$ cat src/rtl/ais_pkg.sv
package ais_pkg;
  typedef enum logic {
    MODE_E1 = 1'b0,
    MODE_T1 = 1'b1
  } line_mode_e;
endpackage

$ cat src/rtl/ais_bit_window.sv
module ais_bit_window #(
  parameter int unsigned CW = 13
) (
  input  logic          clk_i,
  input  logic          rst_ni,
  input  logic          en_i,
  input  logic          restart_i,
  input  logic          vld_i,
  input  logic [CW-1:0] last_i,
  output logic          win_end_o
);
  logic [CW-1:0] cnt_q;

  assign win_end_o = en_i && vld_i && !restart_i && (cnt_q == last_i);

  always_ff @(posedge clk_i or negedge rst_ni) begin
    if (!rst_ni)                  cnt_q <= '0;
    else if (en_i) begin
      if (restart_i || win_end_o) cnt_q <= '0;
      else if (vld_i)             cnt_q <= cnt_q + 1'b1;
    end
  end
endmodule

$ cat src/rtl/ais_zero_count.sv
module ais_zero_count #(
  parameter int unsigned ZW = 4
) (
  input  logic          clk_i,
  input  logic          rst_ni,
  input  logic          en_i,
  input  logic          restart_i,
  input  logic          vld_i,
  input  logic          bit_i,
  input  logic          win_end_i,
  input  logic [ZW-1:0] thr_i,
  output logic          below_o
);
  logic [ZW-1:0] zc_q, zc_inc;
  logic          is_zero;

  assign is_zero = vld_i && !bit_i;
  // saturate at the active threshold
  assign zc_inc  = (zc_q < thr_i && is_zero) ? zc_q + 1'b1 : zc_q;
  assign below_o = zc_inc < thr_i;

  always_ff @(posedge clk_i or negedge rst_ni) begin
    if (!rst_ni)                    zc_q <= '0;
    else if (en_i) begin
      if (restart_i || win_end_i)   zc_q <= '0;
      else                          zc_q <= zc_inc;
    end
  end
endmodule

$ cat src/rtl/ais_status.sv
module ais_status (
  input  logic clk_i,
  input  logic rst_ni,
  input  logic en_i,
  input  logic force_i,
  input  logic win_end_i,
  input  logic below_i,
  output logic ais_o,
  output logic chg_o
);
  logic ais_q, ais_d, chg_q;

  always_comb begin
    ais_d = ais_q;
    if (force_i)        ais_d = 1'b1;
    else if (win_end_i) ais_d = below_i;
  end

  always_ff @(posedge clk_i or negedge rst_ni) begin
    if (!rst_ni) begin
      ais_q <= 1'b0;
      chg_q <= 1'b0;
    end else begin
      chg_q <= en_i && (ais_d != ais_q);
      if (en_i) ais_q <= ais_d;
    end
  end

  assign ais_o = ais_q;
  assign chg_o = chg_q;
endmodule

$ cat src/rtl/ais_detector.sv
module ais_detector
  import ais_pkg::*;
#(
  parameter int unsigned E1_WIN = 512,
  parameter int unsigned E1_THR = 3,
  parameter int unsigned T1_WIN = 8192,
  parameter int unsigned T1_THR = 9
) (
  input  logic clk_i,
  input  logic rst_ni,
  input  logic en_i,
  input  logic bit_vld_i,
  input  logic bit_i,
  input  logic mode_t1_i,
  input  logic los_i,
  input  logic rais_en_i,
  output logic ais_o,
  output logic ais_chg_o
);
  localparam int unsigned MAX_WIN = (E1_WIN > T1_WIN) ? E1_WIN : T1_WIN;
  localparam int unsigned MAX_THR = (E1_THR > T1_THR) ? E1_THR : T1_THR;
  localparam int unsigned CW      = $clog2(MAX_WIN);
  localparam int unsigned ZW      = $clog2(MAX_THR + 1);

  line_mode_e    mode_q, mode_in;
  logic          mode_chg, los_force, restart, win_end, below;
  logic [CW-1:0] last_sel;
  logic [ZW-1:0] thr_sel;

  assign mode_in   = line_mode_e'(mode_t1_i);
  assign mode_chg  = mode_in != mode_q;
  assign los_force = en_i && los_i && rais_en_i;
  assign restart   = mode_chg || (los_i && rais_en_i);
  assign last_sel  = (mode_in == MODE_T1) ? CW'(T1_WIN - 1) : CW'(E1_WIN - 1);
  assign thr_sel   = (mode_in == MODE_T1) ? ZW'(T1_THR) : ZW'(E1_THR);

  always_ff @(posedge clk_i or negedge rst_ni) begin
    if (!rst_ni)   mode_q <= MODE_E1;
    else if (en_i) mode_q <= mode_in;
  end

  ais_bit_window #(.CW(CW)) u_win (
    .clk_i, .rst_ni, .en_i,
    .restart_i (restart),
    .vld_i     (bit_vld_i),
    .last_i    (last_sel),
    .win_end_o (win_end)
  );

  ais_zero_count #(.ZW(ZW)) u_zc (
    .clk_i, .rst_ni, .en_i,
    .restart_i (restart),
    .vld_i     (bit_vld_i),
    .bit_i,
    .win_end_i (win_end),
    .thr_i     (thr_sel),
    .below_o   (below)
  );

  ais_status u_st (
    .clk_i, .rst_ni, .en_i,
    .force_i   (los_force),
    .win_end_i (win_end),
    .below_i   (below),
    .ais_o,
    .chg_o     (ais_chg_o)
  );
endmodule

$ cat config.mk
export PLATFORM = sky130hd
export DESIGN_NAME = ais_detector
export DESIGN_NICKNAME = d
export VERILOG_FILES = /design/src/rtl/ais_pkg.sv /design/src/rtl/ais_bit_window.sv /design/src/rtl/ais_zero_count.sv /design/src/rtl/ais_status.sv /design/src/rtl/ais_detector.sv
export SDC_FILE = /design/constraint.sdc
export NUM_CORES = 1
export LEC_CHECK = 0
export BUFFER_PORTS_ARGS = -buffer_cell sky130_fd_sc_hd__buf_2
export CELL_PAD_IN_SITES_DETAIL_PLACEMENT = 1
export CELL_PAD_IN_SITES_GLOBAL_PLACEMENT = 1
export CORE_ASPECT_RATIO = 1.2
export CORE_MARGIN = 2
export CORE_UTILIZATION = 30
export CTS_CLUSTER_DIAMETER = 30
export CTS_CLUSTER_SIZE = 14
export DETAILED_ROUTE_END_ITERATION = 6
export HOLD_SLACK_MARGIN = 0.02
export PLACE_DENSITY_LB_ADDON = 0.12
export SYNTH_ARGS = -nofsm -noshare
export SYNTH_HDL_FRONTEND = slang
export SYNTH_SLANG_ARGS = --single-unit
$ cat constraint.sdc
create_clock -name clk_i -period 2.74 [get_ports clk_i]
set_input_delay 0.274 -clock clk_i [delete_from_list [all_inputs] [get_ports clk_i]]
set_output_delay 0.274 -clock clk_i [all_outputs]
set_load 0.1 [all_outputs]
======== After elaboration in Yosys (flattened, before gate mapping) ========
Index checks and enable logic that the tools add are counted.
storage, ports and cells
  logic and storage cells ................. 35
  bits in registers ....................... 20
  input bits .............................. 8
  output and inout port bits .............. 2
cells by class
  multiplexer cells ....................... 8
  equal/unequal tests ..................... 3
  add/sub/neg operators ................... 2
  order comparisons ....................... 2
  reduce and logical (&&, ||, !) cells .... 15
operator list
  operator                                       count
  two-way mux 13 bit                             3
  adder 13 x 1 -> 13 bit, second input constant  1
  == test 13 bit                                 1
  two-way mux 4 bit                              3
  logical AND 1 bit                              9
  < comparator 4 bit                             2
  adder 4 x 1 -> 4 bit, second input constant    1
  zero test 1 bit                                2
  logical OR 1 bit                               2
  two-way mux 1 bit                              2
  inequality test 1 bit                          2
  AND reduction 2 bit                            1
  nonzero test 2 bit                             1

======== Logic depth before layout (Yosys ltp) ========
Gate-level depths: netlist of run 1.
  depth after elaboration ................. 9
  mapped depth ............................ 10

======== Cells and area by module ========
From an unflattened synthesis of run 1, not the netlist that was laid out.
unflattened totals
  cells, all modules ...................... 156
  area total of the unflattened synthesis .. 1539.0 um^2
modules (own cells, without submodules)
  module          cells an instance  times used  sequential area each (um^2)  area an instance (um^2)
  ais_bit_window  90                 1           325.3                        894.6
  ais_zero_count  49                 1           100.1                        474.2
  ais_status      8                  1           50.0                         95.1
  ais_detector    9                  1           25.0                         75.1

======== Least setup slack after synthesis of run 1 ========
OpenSTA, ideal clock, no wires.
  kind .................................... register -> register
  start ................................... register u_zc.zc_q[1]
  end ..................................... register u_st.chg_q (netlist: u_st.chg_o)
  period minus slack after synthesis ...... 2508 ps
  arrival ................................. 2383 ps
  setup slack ............................. 232 ps
  library setup time ...................... 124 ps
  cell stages (with the launch flop) ...... 9
  buffers on the path ..................... 0
  path through ............................ dfrtp_1 ha_1 a211o_1 a21oi_1 mux2_2 ha_1 nor4_1 a211o_1 nand3_2
on the way
  word-level cells in the longest chain between the ends .. 8
ends and longest elaborated chain
  element                   RTL line              text
  start: declaration        ais_zero_count.sv:14  logic [ZW-1:0] zc_q, zc_inc;
  start signal: assignment  ais_zero_count.sv:26  else zc_q <= zc_inc;
  < comparator 4 bit        ais_zero_count.sv:19  assign zc_inc = (zc_q < thr_i && is_zero) ? zc_q + 1'b1 : zc_q;
  logical AND 1 bit         ais_zero_count.sv:19
  two-way mux 4 bit *       ais_zero_count.sv:19
  < comparator 4 bit *      ais_zero_count.sv:20  assign below_o = zc_inc < thr_i;
  two-way mux 1 bit *       ais_status.sv:16      else if (win_end_i) ais_d = below_i;
  two-way mux 1 bit *       ais_status.sv:15      if (force_i) ais_d = 1'b1;
  inequality test 1 bit *   ais_status.sv:24      chg_q <= en_i && (ais_d != ais_q);
  logical AND 1 bit *       ais_status.sv:24
  end signal: assignment    ais_status.sv:24
  end: declaration          ais_status.sv:11      logic ais_q, ais_d, chg_q;
Every way passes the cells marked *; elsewhere a longest branch is shown, timed or not.
A chain may end at the register's enable or synchronous reset.

======== Worst setup path in the final report of run 1 ========
Ends and elaborated chain as after synthesis.

==> results of run 1 <==
[state kept, by name, indices dropped and copies added (netlist names)]
signal       cells
u_win.cnt_q     13
mode_q           1
u_zc.zc_q        4
u_st.ais_o       1
u_st.chg_o       1
[power by group through the flow]
stage               clock network, mW  registers, mW  logic (mW)
floorplan                           0          0.337       0.107
global route                    0.221          0.342       0.179
detailed placement                  0          0.345       0.160
global placement                    0          0.346       0.158
CTS                             0.208          0.339       0.162
finish                          0.197          0.340       0.159
[kinds of logic after synthesis]
family                   share of synthesized area [%]
AO/OA/AOI/OAI                                     13.7
XOR/XNOR                                          9.28
adder cells (fa/ha/maj)                           5.68
buffers and inverters                             3.69
flip-flops                                        37.9
multiplexers                                      3.41
AND/OR/NAND/NOR                                   26.3
[layer usage]
layer	GRT usage [%]	vias up	wire length, um
met1	20.2	564	1550
met2	23.8	10	1600
li1	-	547	-
met4	3.19	0	29
met3	2.35	4	66
met5	0	-	0
[Yosys cell counts, types with 2 or more instances]
cell	instances	share of area [%]
and3_1	2	0.95
nor2_1	22	6.3
a211oi_1	2	1.1
ha_1	6	5.7
nand3_1	4	1.5
a31oi_1	3	1.4
inv_1	6	1.7
a211o_1	2	1.3
nand2_1	9	2.6
o21ai_0	5	1.9
xnor2_1	10	6.6
nand3_2	2	1.5
mux2_2	2	1.7
nand4_1	8	3.8
nor3_1	6	2.3
xor2_1	4	2.7
o21a_1	3	1.7
dfrtp_1	20	38
[path summary, 6_finish.rpt]
kind                            depth (start not counted)              to  slack [ns]
max in group asynchronous                               2  u_win.cnt_q[8]        1.90
worst min-delay path                                    2    u_zc.zc_q[0]        0.37
min in group asynchronous                               2      u_st.chg_o        0.50
worst max register to register                          9      u_st.chg_o        0.14
worst max-delay path                                    9      u_st.chg_o        0.14
worst min register to register                          1  u_win.cnt_q[0]        0.56
[final cells by class]
cell class | count | area [um^2] | area share [%]
Tap cell | 56 | 70.1 | 4.68
Clock buffer | 3 | 41.3 | 2.76
Inverter | 7 | 27.5 | 1.84
Multi-Input combinational cell | 112 | 772 | 51.6
Sequential cell | 20 | 500 | 33.4
Timing Repair Buffer | 14 | 85.1 | 5.69
[stage by stage]
step	power, mW	setup WS [ns]	hold WS (ns)	std cells
floorplan	0.444	0.232	-0.0216	141
global placement	0.503	0.199	0.267	208
detailed placement	0.505	0.130	0.272	208
CTS	0.709	0.138	0.368	212
global route	0.742	0.00844	0.400	212
finish	0.696	0.139	0.371	212
[worst max-delay path: stages (launching register included)]
cell and delay [ns]:
dfrtp_1 0.46, ha_1 0.32, a211o_1 0.31, a21oi_1 0.24, mux2_2 0.36, ha_1 0.17, nor4_1 0.26, buf_4 0.17
a211o_1 0.13, nand3_2 0.05
==> flow_metrics.env, run 1 <==
export IMPL_diodes=0
export IMPL_clock_path_buffers=2
export IMPL_vias=1125
export IMPL_cap_violations=0
export IMPL_placed_cell_area_mm2=0.00145
export IMPL_fmax_mhz=384
export IMPL_holdBufCountCts=1
export IMPL_cts_tree="built"
export IMPL_pwr_density_cell_mw_per_mm2=465
export IMPL_relSlewSlack_pct=61.9
export IMPL_synth_edff_count=0
export IMPL_leakage_nw=0.619
export IMPL_synth_seq_cells=20
export IMPL_worst_slew_pin_slew_ns=0.572
export IMPL_r2r_start="u_zc.zc_q[1]"
export IMPL_cp_startpoint="u_zc.zc_q[1]"
export IMPL_cts_made_buffers=3
export IMPL_mostFrequentLayoutCells="nor2_1, dfrtp_1, xnor2_1"
export IMPL_grt_pass1_wl_mm=5.73
export IMPL_clkPwrFrac_pct=28.3
export IMPL_die_h_um=76.7
export IMPL_core_area_mm2=0.00426
export IMPL_path_max_fanout=6
export IMPL_comb_power_share_pct=22.9
export IMPL_syn_area_mm2=0.00132
export IMPL_cts_resized=0
export IMPL_internal_power_uw=478
export IMPL_path_class="register to register"
export IMPL_grt_pass1_vias=1172
export IMPL_dr_pass1_iters=4
export IMPL_die_area_mm2=0.00495
export IMPL_period_share_pct=94.9
export IMPL_overflow=0
export IMPL_ys_seq_area_share_pct=37.9
export IMPL_end_kind="register"
export IMPL_grt_use_total_pct=14.6
export IMPL_initial_core_util_pct=31.0
export IMPL_ant_nets=0
export IMPL_critical_path_arrival_ns=2.75
export IMPL_place_hpwl_mm=2.48
export IMPL_gp_congestion=0.818
export IMPL_synth_flop_cell="dfrtp_1"
export IMPL_cts_root_buf="clkbuf_8"
export IMPL_grt_max_degree=21
export IMPL_totalWireLength_mm=3.25
export IMPL_final_nets=172
export IMPL_insertion_delay_ns=0.26
export IMPL_post_cts_buffers=0
export IMPL_status="complete, no violations"
export IMPL_h_tree_depth=1
export IMPL_final_common_cell="nor2_1"
export IMPL_rows=26
export IMPL_drt_iter0_drc=66
export IMPL_clock_sinks=20
export IMPL_p_sw_share_pct=31.3
export IMPL_utilization_pct=35.1
export IMPL_start_kind="register"
export IMPL_final_area_mm2=0.00150
export IMPL_switching_power_uw=218
export IMPL_holdCritStartpoint="en_i"
export IMPL_die_w_um=64.6
export IMPL_fin_setup_tns_ns=0
export IMPL_finClkSkew_ns=0.00503
export IMPL_fill_cells=499
export IMPL_wl_per_cell_um=15.3
export IMPL_synth_cells=141
export IMPL_remaining_drc_errors=0
export IMPL_ys_types=43
export IMPL_finalHoldViolCount=0
export IMPL_async_flop_share_pct=100
export IMPL_layout_drive_gt1_share_pct=17.9
export IMPL_num_io_pins=10
export IMPL_port_buffers=9
export IMPL_syn_nets=155
export IMPL_finalSetupViolCount=0
export IMPL_layout_area_overhead_vs_synth_pct=13.3
export IMPL_holdCritPathClass="input pin to register"
export IMPL_rsz0062_at_grt="no"
export IMPL_seqPwrFrac_pct=48.8
export IMPL_maxSlewViolCount=0
export IMPL_yosys_warnings=0
export IMPL_worstPathRequired_ns=2.89
export IMPL_finalCriticalPeriod_ns=2.60
export IMPL_antenna_found_initial=0
export IMPL_avgSynthCellArea_um2=9.37
export IMPL_ir_worst_vdd_v=0.000186
export IMPL_clk_transition_reported_paths_ns=0.08
export IMPL_vias_per_cell=5.31
(Power assumes the default switching activity.)
==> inputs of run 2 (changes only) <==
--- a/config.mk
+++ b/config.mk
@@ -16,5 +16,5 @@
 export DETAILED_ROUTE_END_ITERATION = 6
 export HOLD_SLACK_MARGIN = 0.02
-export PLACE_DENSITY_LB_ADDON = 0.12
+export PLACE_DENSITY_LB_ADDON = 0.1
 export SYNTH_ARGS = -nofsm -noshare
 export SYNTH_HDL_FRONTEND = slang
==> constraint.sdc (replaced) <==
create_clock -name clk_i -period 2.74 [get_ports clk_i]
set_input_delay 0.274 -clock clk_i [delete_from_list [all_inputs] [get_ports clk_i]]
set_output_delay 0.274 -clock clk_i [all_outputs]
set_load 0.01 [all_outputs]
==> run 2 against run 1 <==
Against the previous run:
- cell count increased by 0.47%
- via count increased by 1.3%
- critical path depth unchanged
- count of clock-buffer cells in the layout increased by 1
- die area unchanged
- largest cell class unchanged
- register-to-register slack improved by 0.02 ns
- largest power group unchanged
- highest routed layer unchanged
- global-route usage decreased by 0.27 points
- clock power increased by 17%
==> flow_metrics.env, run 2 (synthesis results as in run 1) <==
export IMPL_vias=1140
export IMPL_insertion_delay_ns=0.26
export IMPL_overflow=0
export IMPL_r2r_start="u_zc.zc_q[1]"
export IMPL_drt_iter0_drc=55
export IMPL_critical_path_arrival_ns=2.73
export IMPL_ant_nets=0
export IMPL_finClkSkew_ns=0.00502
export IMPL_fill_cells=514
export IMPL_top_register="u_win.cnt_q"
export IMPL_period_share_pct=94.1
export IMPL_worstPathCellList="ha_1 > a211o_1 > a21oi_1 > mux2_2 > ha_1 > nor4_1 > buf_4 > a211o_1 > nand3_2"
export IMPL_final_nets=172
export IMPL_rows=26
export IMPL_path_max_fanout=6
export IMPL_grt_max_degree=21
export IMPL_cp_endpoint="u_st.chg_o"
export IMPL_path_class="register to register"
export IMPL_placed_cell_area_mm2=0.00145
export IMPL_grt_pass1_vias=1134
export IMPL_crit_slowest_cell="dfrtp_1"
export IMPL_die_area_mm2=0.00495
export IMPL_pwr_density_cell_mw_per_mm2=480
export IMPL_holdCritPathClass="input pin to register"
export IMPL_cpPeakStageDelay_ns=0.44
export IMPL_finalHoldViolCount=0
export IMPL_ff2ff_setup_slack_ns=0.16
export IMPL_final_common_cell="nor2_1"
export IMPL_cp_startpoint="u_zc.zc_q[1]"
export IMPL_cts_made_buffers=3
export IMPL_clk_transition_reported_paths_ns=0.08
export IMPL_rsz0062_at_grt="no"
export IMPL_maxSlewViolCount=0
export IMPL_end_kind="register"
export IMPL_dr_pass1_iters=4
export IMPL_register_area_um2=500
export IMPL_multi_input_area_um2=772
export IMPL_grt_pass1_wl_mm=5.44
export IMPL_status="complete, no violations"
export IMPL_ir_worst_vdd_v=0.000272
export IMPL_initial_core_util_pct=31.0
export IMPL_finalHoldWorstSlack_ns=0.378
export IMPL_wl_per_cell_um=14.6
export IMPL_port_buffers=9
export IMPL_antenna_found_initial=0
export IMPL_final_area_mm2=0.00151
export IMPL_layout_drive_gt1_share_pct=18.5
export IMPL_vias_per_cell=5.35
export IMPL_post_place_ws_ns=0.159
export IMPL_place_hpwl_mm=2.45
export IMPL_mostFrequentLayoutCells="nor2_1, dfrtp_1, xnor2_1"
export IMPL_cts_resized=0
export IMPL_die_h_um=76.7
export IMPL_relSlewSlack_pct=62.0
export IMPL_finalCriticalPeriod_ns=2.58
export IMPL_h_tree_depth=1
export IMPL_fin_setup_tns_ns=0
export IMPL_fmax_mhz=388
export IMPL_start_kind="register"
export IMPL_num_io_pins=10
export IMPL_gp_congestion=0.810
export IMPL_totalWireLength_mm=3.12
export IMPL_worstPathRequired_ns=2.89
export IMPL_r2r_cells=9
export IMPL_die_w_um=64.6
export IMPL_clock_sinks=20
export IMPL_cts_tree="built"
export IMPL_layout_area_overhead_vs_synth_pct=14.3
export IMPL_grt_use_total_pct=14.3
export IMPL_remaining_drc_errors=0
export IMPL_clock_path_buffers=2
export IMPL_diodes=0
export IMPL_finalSetupViolCount=0
export IMPL_reg_top3="u_win.cnt_q (13), u_zc.zc_q (4)"
export IMPL_core_area_mm2=0.00426
export IMPL_leakage_nw=0.626
export IMPL_finalWorstSetupSlack_ns=0.162
export IMPL_worst_slew_pin_slew_ns=0.568
export IMPL_largest_register_ffs=13
export IMPL_cap_violations=0
export IMPL_cts_root_buf="clkbuf_8"
export IMPL_r2r_end="u_st.chg_o"
-- run 2: where the power goes --
| part | switching, mW | total, mW | internal, mW |
|---|---|---|---|
| combinational | 0.0885 | 0.158 | 0.0692 |
| clock | 0.102 | 0.230 | 0.128 |
| sequential | 0.0266 | 0.338 | 0.311 |
-- run 2: timing repair --
item                                   4_1_cts  5_1_grt
buffers inserted                             0        0
hold buffers                                 1        0
endpoints found under the hold margin       20        0
-- run 2: final cells by class --
type | instances | share of cell area (%)
Sequential cell | 20 | 33.1
Inverter | 7 | 1.82
Multi-Input combinational cell | 112 | 51.1
Tap cell | 56 | 4.64
Timing Repair Buffer | 14 | 5.63
Clock buffer | 4 | 3.65
-- run 2: through the flow --
stage / cells / power, mW / util (%)
after floorplan: 141 / 0.444 / -
after global placement: 208 / 0.499 / 33.9
after detailed placement: 208 / 0.502 / 33.9
after CTS: 213 / 0.738 / 35.4
after global routing: 213 / 0.775 / 35.4
final: 213 / 0.725 / 35.4
-- run 2: routing by layer --
metal	wire length, um	GRT usage [%]
met1	1440	17.5
met2	1550	24.9
met3	73	2.35
met4	51	5.11
met5	0	0
-- run 2: how the worst min path moves through the flow --
stage          startpoint      endpoint  slack (ns)  cells past startpoint
2_1_floorplan      rst_ni        mode_q       -0.02                      0
3_3_place_gp       rst_ni  u_zc.zc_q[3]        0.27                      1
3_5_place_dp       rst_ni  u_zc.zc_q[3]        0.27                      1
4_1_cts              en_i  u_zc.zc_q[0]        0.38                      2
5_1_grt              en_i  u_zc.zc_q[0]        0.41                      2
6_report             en_i  u_zc.zc_q[0]        0.38                      2
-- run 2: worst max-delay path, delay by kind of cell, from the launching register on --
family,cells,cell delay [ns]
AOI/OAI and AO/OA,3,0.66
adders and majority gates,2,0.49
buffers and inverters,1,0.17
DFF,1,0.44
muxes,1,0.37
and+or+nand+nor,2,0.33
==> inputs of run 3 (changes only) <==
CORE_ASPECT_RATIO = 0.6   (was 1.2)
==> run 3 against run 2 <==
Against the previous run:
- cell count rose by 3.8%
- largest cell class unchanged
- utilization rose by 2.1 points
- total power rose by 16%
- largest power group unchanged
- setup slack got worse by 0.021 ns
- non-clock buffer count rose by 4
==> flow_metrics.env, run 3 (synthesis results as in run 1) <==
export IMPL_end_kind="register"
export IMPL_overflow=0
export IMPL_cp_startpoint="u_zc.zc_q[3]"
export IMPL_finalWorstSetupSlack_ns=0.140
export IMPL_r2r_start="u_zc.zc_q[3]"
export IMPL_crit_top_cell="ha_1"
export IMPL_min_path_cells=2
export IMPL_antenna_found_initial=0
export IMPL_r2r_end="u_st.ais_o"
export IMPL_insertion_delay_ns=0.27
export IMPL_relSlewSlack_pct=60.4
export IMPL_grt_max_degree=21
export IMPL_layout_area_overhead_vs_synth_pct=18.5
export IMPL_ff2ff_setup_slack_ns=0.14
export IMPL_largest_register_ffs=13
export IMPL_rows=18
export IMPL_cpPeakStageDelay_ns=0.46
export IMPL_finalHoldViolCount=0
export IMPL_top_register="u_win.cnt_q"
export IMPL_mostFrequentLayoutCells="nor2_1, dfrtp_1, xnor2_1"
export IMPL_path_max_fanout=4
export IMPL_pwr_density_cell_mw_per_mm2=537
export IMPL_vias=1124
export IMPL_port_buffers=9
export IMPL_place_hpwl_mm=2.78
export IMPL_r2r_cells=9
export IMPL_seqPwrFrac_pct=39.5
export IMPL_switching_power_uw=250
export IMPL_clkPwrFrac_pct=36.7
export IMPL_worst_slew_pin_slew_ns=0.592
export IMPL_cts_tree="built"
export IMPL_finalCriticalPeriod_ns=2.60
export IMPL_post_place_ws_ns=0.0733
export IMPL_rsz0062_at_grt="no"
export IMPL_fin_setup_tns_ns=0
export IMPL_internal_power_uw=591
export IMPL_holdCritStartpoint="en_i"
export IMPL_clock_sinks=20
export IMPL_core_area_mm2=0.00417
export IMPL_cts_root_buf="clkbuf_8"
export IMPL_critical_path_arrival_ns=2.78
export IMPL_final_common_cell="nor2_1"
export IMPL_finalSetupViolCount=0
export IMPL_worstPathRequired_ns=2.92
export IMPL_h_tree_depth=1
export IMPL_cap_violations=0
export IMPL_diodes=0
export IMPL_vias_per_cell=5.09
export IMPL_finClkSkew_ns=0.00282
export IMPL_die_h_um=55.4
export IMPL_ant_nets=0
export IMPL_grt_use_total_pct=16.1
export IMPL_crit_slowest_cell="or3b_1"
export IMPL_path_class="register to register"
export IMPL_wl_per_cell_um=16.4
export IMPL_remaining_drc_errors=0
export IMPL_whs_endpoint="u_zc.zc_q[0]"
export IMPL_clock_path_buffers=2
export IMPL_grt_pass1_vias=1135
export IMPL_p_sw_share_pct=29.7
export IMPL_gp_congestion=0.902
export IMPL_drt_iter0_drc=58
export IMPL_cts_made_buffers=3
export IMPL_holdCritPathClass="input pin to register"
export IMPL_die_w_um=89.7
export IMPL_start_kind="register"
export IMPL_initial_core_util_pct=31.7
export IMPL_final_nets=176
export IMPL_layout_drive_gt1_share_pct=21.1
export IMPL_period_share_pct=94.9
export IMPL_status="complete, no violations"
export IMPL_dr_pass1_iters=4
export IMPL_worstPathCellList="ha_1 > or3b_1 > a21oi_2 > mux2_2 > ha_1 > nor4_1 > buf_4 > a211oi_1 > o22ai_1"
export IMPL_comb_power_share_pct=23.8
export IMPL_ir_worst_vdd_v=0.000185
export IMPL_die_area_mm2=0.00497
export IMPL_grt_pass1_wl_mm=5.99
export IMPL_maxSlewViolCount=0
export IMPL_reg_top3="u_win.cnt_q (13), u_zc.zc_q (4)"
export IMPL_num_io_pins=10
export IMPL_clk_transition_reported_paths_ns=0.08
export IMPL_leakage_nw=0.654
export IMPL_totalWireLength_mm=3.62
export IMPL_fmax_mhz=385
run 3: cell types whose count changed in the layout (fill, tap and decap cells not counted):
cell	change
a21oi_1	-1
a21oi_2	+1
buf_4	+4
bufinv_16	+1
clkbuf_8	-1
run 3: worst max path at each step:
stage	to	slack, ns	depth (start not counted)
floorplan	u_st.chg_o	0.23	8
detailed placement	u_st.ais_o	0.07	11
global placement	u_st.chg_o	0.14	11
finish	u_st.ais_o	0.14	9
CTS	u_st.ais_o	0.09	9
global route	u_st.ais_o	0.007	9
run 3: power by group through the flow:
stage          combinational [mW]  clock, mW  sequential (mW)
4_1_cts                     0.195      0.315            0.331
3_5_place_dp                0.193          0            0.337
3_3_place_gp                0.188          0            0.337
5_1_grt                     0.222      0.325            0.335
6_report                    0.200      0.308            0.332
2_1_floorplan               0.107          0            0.336
run 3: cell type report:
class	count	area (um^2)
clock buffer	3	41.3
clock inverter	1	30.0
multi-input combinational	112	776
timing repair buffer	18	115
sequential	20	500
fill	489	2600
inverter	7	27.5
tap	60	75.1
run 3: critical path, delay by kind of cell, from the launching register on:
family / cells / cell delay [ns]
buffers and inverters: 1 / 0.18
AOI/OAI and AO/OA: 3 / 0.42
adders and majority gates: 2 / 0.38
DFF: 1 / 0.41
muxes: 1 / 0.38
and+or+nand+nor: 2 / 0.75
run 3: per-stage QoR:
step | cell area (um^2) | total power, mW | hold WS [ns] | util, % | instances
after global routing | 1570 | 0.882 | 0.415 | 37.6 | 221
after global placement | 1470 | 0.526 | 0.261 | 35.3 | 215
final | 1570 | 0.841 | 0.403 | 37.6 | 221
after CTS | 1550 | 0.841 | 0.394 | 37.3 | 220
after detailed placement | 1470 | 0.530 | 0.275 | 35.3 | 215
after floorplan | 1320 | 0.444 | -0.0216 | - | 141
run 3: timing repair:
action                     4_1_cts  5_1_grt
hold buffers                     1        0
setup endpoints to repair        0        2
gates resized for setup          0        1
hold endpoints to repair        20        0
buffers inserted                 0        1
run 3: layer usage:
layer / vias up / routed length (um) / global-route usage (%)
li1: 558 / - / -
met1: 544 / 2010 / 25.2
met2: 20 / 1380 / 20.7
met3: 2 / 196 / 5.83
met4: 0 / 24 / 3.20
met5: - / 0 / 0
